===== src/rtl/i2c_windowed_reader.sv =====
module i2c_windowed_reader #(
  parameter logic [6:0] DEV_ADDR = 7'h0C,
  parameter int AW    = 5,
  parameter int W0_LO = 0,
  parameter int W0_HI = 12,
  parameter int W1_LO = 16,
  parameter int W1_HI = 18
) (
  input  logic          clk,
  input  logic          rst_n,
  input  logic          scl_i,
  input  logic          sda_i,
  output logic          sda_oe,
  input  logic          ld_we,
  input  logic [AW-1:0] ld_addr,
  input  logic [7:0]    ld_data
);
  localparam int DEPTH = 1 << AW;

  typedef enum logic [2:0] {
    S_IDLE, S_ADDR, S_AACK, S_REG, S_RACK, S_TX, S_MACK, S_WAIT
  } state_t;

  logic [7:0] regs [DEPTH];
  logic scl_s1, scl_s2, scl_q, sda_s1, sda_s2, sda_q;
  state_t state;
  logic [2:0] cnt;
  logic [7:0] sh, tx;
  logic [AW-1:0] ptr;
  logic full, rw, mack, oe;

  always_ff @(posedge clk) if (ld_we) regs[ld_addr] <= ld_data;

  always_ff @(posedge clk or negedge rst_n)
    if (!rst_n) {scl_s1, scl_s2, scl_q, sda_s1, sda_s2, sda_q} <= 6'b111111;
    else begin
      scl_s1 <= scl_i; scl_s2 <= scl_s1; scl_q <= scl_s2;
      sda_s1 <= sda_i; sda_s2 <= sda_s1; sda_q <= sda_s2;
    end

  wire scl_rise  = scl_s2 & ~scl_q;
  wire scl_fall  = ~scl_s2 & scl_q;
  wire start_det = scl_s2 & scl_q & sda_q & ~sda_s2;
  wire stop_det  = scl_s2 & scl_q & ~sda_q & sda_s2;

  function automatic logic in_win(input logic [7:0] a);
    return (int'(a) >= W0_LO && int'(a) <= W0_HI) ||
           (int'(a) >= W1_LO && int'(a) <= W1_HI);
  endfunction

  function automatic logic [AW-1:0] nxt(input logic [AW-1:0] p);
    if (p == AW'(W0_HI)) return AW'(W0_LO);
    if (p == AW'(W1_HI)) return AW'(W1_LO);
    return p + AW'(1);
  endfunction

  always_ff @(posedge clk or negedge rst_n)
    if (!rst_n) begin
      state <= S_IDLE; cnt <= '0; sh <= '0; tx <= '0; ptr <= AW'(W0_LO);
      full <= 1'b0; rw <= 1'b0; mack <= 1'b0; oe <= 1'b0;
    end else if (start_det) begin
      state <= S_ADDR; cnt <= '0; full <= 1'b0; oe <= 1'b0;
    end else if (stop_det) begin
      state <= S_IDLE; cnt <= '0; full <= 1'b0; oe <= 1'b0;
    end else begin
      case (state)
        S_ADDR, S_REG: begin
          if (scl_rise) begin
            sh  <= {sh[6:0], sda_s2};
            cnt <= cnt + 3'd1;
            if (cnt == 3'd7) full <= 1'b1;
          end else if (scl_fall && full) begin
            full <= 1'b0;
            cnt  <= '0;
            if (state == S_ADDR) begin
              if (sh[7:1] == DEV_ADDR) begin
                oe <= 1'b1; rw <= sh[0]; state <= S_AACK;
              end else state <= S_WAIT;
            end else begin
              oe <= 1'b1;
              state <= S_RACK;
              if (in_win(sh)) ptr <= sh[AW-1:0];
            end
          end
        end
        S_AACK: if (scl_fall) begin
          if (rw) begin
            tx <= regs[ptr]; oe <= ~regs[ptr][7]; ptr <= nxt(ptr); state <= S_TX;
          end else begin
            oe <= 1'b0; state <= S_REG;
          end
        end
        S_RACK: if (scl_fall) begin
          oe <= 1'b0; state <= S_WAIT;
        end
        S_TX: if (scl_fall) begin
          if (cnt == 3'd7) begin
            oe <= 1'b0; cnt <= '0; state <= S_MACK;
          end else begin
            cnt <= cnt + 3'd1; tx <= {tx[6:0], 1'b0}; oe <= ~tx[6];
          end
        end
        S_MACK: begin
          if (scl_rise) mack <= ~sda_s2;
          else if (scl_fall) begin
            if (mack) begin
              tx <= regs[ptr]; oe <= ~regs[ptr][7]; ptr <= nxt(ptr); state <= S_TX;
            end else state <= S_WAIT;
          end
        end
        default: ;
      endcase
    end

  assign sda_oe = oe;

  assert_no_raise_while_high_R6: assert property (@(posedge clk) disable iff (!rst_n)
    (scl_s2 && scl_q) |=> !$rose(sda_oe));
  assert_ptr_in_window_R8: assert property (@(posedge clk) disable iff (!rst_n)
    in_win(8'(ptr)));
  assert_release_on_stop_R10: assert property (@(posedge clk) disable iff (!rst_n)
    stop_det |=> !sda_oe);
  assert_start_rearms_R11: assert property (@(posedge clk) disable iff (!rst_n)
    start_det |=> (state == S_ADDR && cnt == 3'd0 && !sda_oe));
  assert_silent_until_start_R3: assert property (@(posedge clk) disable iff (!rst_n)
    (state == S_WAIT && !start_det) |=> !sda_oe);
endmodule


===== config.mk =====
export PLATFORM = sky130hd
export DESIGN_NAME = i2c_windowed_reader
export DESIGN_NICKNAME = d
export VERILOG_FILES = /design/src/rtl/i2c_windowed_reader.sv
export SDC_FILE = /design/constraint.sdc
export NUM_CORES = 1
export LEC_CHECK = 0
export ABC_AREA = 0
export BUFFER_PORTS_ARGS = -buffer_cell sky130_fd_sc_hd__buf_2
export CAP_MARGIN = 30
export CELL_PAD_IN_SITES_DETAIL_PLACEMENT = 1
export CELL_PAD_IN_SITES_GLOBAL_PLACEMENT = 1
export CORE_AREA = 5 5 170 172
export CTS_BUF_LIST = sky130_fd_sc_hd__clkbuf_4 sky130_fd_sc_hd__clkbuf_8
export DETAILED_ROUTE_END_ITERATION = 6
export DIE_AREA = 0 0 175 177
export PLACE_DENSITY_LB_ADDON = 0.1
export SETUP_SLACK_MARGIN = 0.1
export SLEW_MARGIN = 20
export SYNTH_ARGS = -nofsm -noshare
export SYNTH_HDL_FRONTEND = slang
export SYNTH_SLANG_ARGS = --single-unit

===== constraint.sdc =====
create_clock -name clk -period 6.3 [get_ports clk]
set_input_delay 0.315 -clock clk [delete_from_list [all_inputs] [get_ports clk]]
set_output_delay 0.315 -clock clk [all_outputs]
set_load 0.03 [all_outputs]

==> impl_metrics.py <==
metrics = {
    "place": {
        "place_congestion": 0.820,
        "io_buffer_count": 18,
        "placed_area_um2": 12400,
        "dp_hpwl_um": 18900,
    },
    "clocking": {
        "root_buffer": "clkbuf_8",
        "htree_num_levels": 2,
        "post_cts_buffers": 0,
        "cts_buffers": 50,
        "clk_pin_slew_worst_paths_ns": 0.06,
        "clockBufferDepth": 3,
        "clk_latency_ns": 0.58,
        "cts_sinks": 292,
        "postCtsHoldBufs": 3,
        "cts_resized": 0,
        "tritoncts": "done",
    },
    "synth": {
        "ys_async_sr_fraction": 0.123,
        "ys_ff_latch": 292,
        "synth.most_common_cell": "edfxtp_1",
        "synth-edff-count": 256,
        "yosysWarnings": 0,
        "syn-cell-area_um2": 12100,
        "avgSynthCellArea_um2": 17.4,
        "synthesis.nets": 715,
        "yosys.area.top_type": "edfxtp_1",
        "synth_top_cell_area_share": 0.638,
        "netlist_top_cells_area": "edfxtp_1, mux4_2, dfrtp_1",
        "syn-instance-count": 692,
        "synthFlopType": "edfxtp_1",
        "ys_seq_area_frac": 0.713,
        "synthTopCellsByCount": "edfxtp_1, nor2_1, mux2i_1",
        "synth_cell_types": 69,
    },
    "timing": {
        "worst_slew_pin_slew_ns": 0.951,
        "fin_setup_tns_ns": 0,
        "fin_skew_ns": 0.0318,
        "slew_headroom": 0.364,
        "rsz0062_at_grt": "no",
        "finalSetupViolCount": 0,
        "slew_violations": 0,
        "min_period_over_period": 0.513,
        "fmax_mhz": 309,
        "finalHoldViolCount": 0,
        "finalCriticalPeriod_ns": 3.23,
    },
    "pwr": {
        "total_power_mw": 5.36,
        "clock_power_share": 0.350,
        "leakagePower_nw": 4.57,
        "combPwrFrac": 0.206,
        "intPower_mw": 3.79,
        "sw_frac_of_total": 0.292,
        "ir_worst_vdd_mv": 0.197,
        "p_switching_mw": 1.56,
        "power.density_nw_per_um2": 395,
        "p_seq_frac": 0.445,
    },
    "layout": {
        "diodes": 0,
        "register_area_um2": 8600,
        "syn2layout_area_growth_pct": 12.5,
        "design_area_um2": 13600,
        "final_nets": 760,
        "n_fill_cell": 2576,
        "multiInputGateArea_um2": 3200,
        "post_route_cells_drive_above_1_share": 0.233,
    },
    "route": {
        "vias": 6613,
        "firstDrtPassIters": 5,
        "wirelength_um": 29900,
        "drc": 0,
        "ant_nets": 0,
        "drtIter0Drc": 472,
        "wire_per_inst_um": 26.6,
        "vias_per_cell": 5.88,
    },
    "critical_path": {
        "critPathArrivalTime_ns": 3.71,
        "reg2reg_from": "ptr[1]$_DFFE_PN0P_",
        "cp_slowest_stage_delay_ns": 0.92,
        "crit_family": "flip-flops",
        "cp.buffers_inverters": 2,
        "crit_type": "flip-flop to flip-flop",
        "cp-end-kind": "flip-flop",
        "cp_max_fo": 46,
        "required_ns": 6.77,
        "start_kind": "flip-flop",
        "crit_chain": "buf_4 -> inv_1 -> ha_1 -> and4b_1 -> a311oi_1 -> a32oi_1 -> o21ai_0",
        "crit_path_start": "ptr[1]$_DFFE_PN0P_",
        "critPathSlowestCell": "dfrtp_4",
    },
    "flow_run": {
        "cap_violations": 0,
    },
    "die": {
        "fp.coreArea_um2": 27300,
        "fp.dieW_um": 175,
        "rows": 61,
        "dieArea_um2": 31000,
        "start_util": 0.441,
        "io-pin-count": 19,
        "dieHeight_um": 177,
    },
    "global_routing": {
        "grt_pass1_wl_um": 45400,
        "grt_max_degree": 47,
        "track_usage": 0.196,
        "antenna_found_initial": 0,
        "grt_overflow": 0,
        "grt_pass1_vias": 7136,
    },
    "run_status": {
        "outcome": "completed",
    },
    "hold_path": {
        "hp-class": "input port to asynchronous set/reset pin",
    },
}
==> state kept, by name, summed over array words and instances, names as in the netlist <==
signal	flops
regs	256
sh	8
tx	7
ptr	5
cnt	3
state	3
full	1
mack	1
rw	1
scl_q	1
scl_s1	1
scl_s2	1
sda_oe	1
sda_q	1
sda_s1	1
sda_s2	1
==> placed cells by master, fill, tap and decap left out, drive strengths merged, types with 6 or more instances in the layout <==
master    n
inv       7
a21oi    17
nand2    21
dfrtp    30
a32o      6
mux4     42
o21ai    12
nor3     10
nand3    12
a22oi     9
nor2     50
dfstp     6
nor2b     8
mux2     16
a31oi     6
nand3b    8
mux2i    40
clkbuf   71
nand2b    8
o221ai    7
edfxtp  256
and3      6
buf      25
clkinv   15
==> final cells by class <==
type,instances,area share
clock buffer,71,0.0638
clock inverter,22,0.0183
inverter,6,0.00166
multi-input combinational,359,0.236
sequential,292,0.635
tap,346,0.0319
timing repair buffer,28,0.0137
==> final timing paths <==
kind                                         end  slack [ns]  depth (start not counted)
setup reg to reg              ptr[3]$_DFFE_PN0P_        3.07                          7
max in group asynchronous       scl_s2$_DFF_PN1_        5.63                          3
hold / removal                  mack$_DFFE_PN0P_        0.16                          2
min in group clk           regs[26][7]$_DFFE_PP_        0.29                          1
setup / recovery              ptr[3]$_DFFE_PN0P_        3.07                          7
hold reg to reg                 scl_s2$_DFF_PN1_        0.36                          0
==> worst reg2reg max path, cell delays in order, from the launching register on <==
cell and delay [ns]:
dfrtp_4 0.92, buf_4 0.70, inv_1 0.19, ha_1 0.24
and4b_1 0.20, a311oi_1 0.52, a32oi_1 0.18, o21ai_0 0.19
==> logic make-up (layout without fill, tap and decap cells) <==
| family | after synthesis | after routing | synth area share |
|---|---|---|---|
| multiplexers | 98 | 98 | 0.128 |
| adder cells (fa/ha/maj) | 5 | 5 | 0.00519 |
| XOR/XNOR | 2 | 2 | 0.00145 |
| buffers and inverters | 41 | 127 | 0.0212 |
| AO/OA/AOI/OAI | 110 | 110 | 0.0691 |
| flip-flops | 292 | 292 | 0.713 |
| AND/OR/NAND/NOR | 144 | 144 | 0.0619 |
==> per-layer routing <==
| metal | wire (µm) | track usage | up-vias |
|---|---|---|---|
| li1 | - | - | 2921 |
| met1 | 13000 | 0.265 | 3459 |
| met2 | 14900 | 0.333 | 194 |
| met3 | 1620 | 0.0367 | 39 |
| met4 | 473 | 0.0494 | 0 |
| met5 | 0 | 0 | - |
==> power by group through the flow <==
stage          sequential, mW  clock (mW)  combinational [mW]
6_report                 2.38        1.87                1.10
5_1_grt                  2.40        2.02                1.18
4_1_cts                  2.39        1.91                1.11
3_5_place_dp             2.42           0                1.11
3_3_place_gp             2.42           0                1.09
2_1_floorplan            2.27           0               0.955
==> per-stage QoR <==
stage	hold slack (ns)	util	setup slack (ns)	cells
6_report	0.159	0.496	3.07	1124
5_1_grt	0.161	0.496	2.89	1124
4_1_cts	0.270	0.495	3.05	1121
3_5_place_dp	0.348	0.453	3.07	1025
3_3_place_gp	0.349	0.453	3.07	1025
2_1_floorplan	0.0194	-	4.11	692
Power figures use the tool's default switching activity.
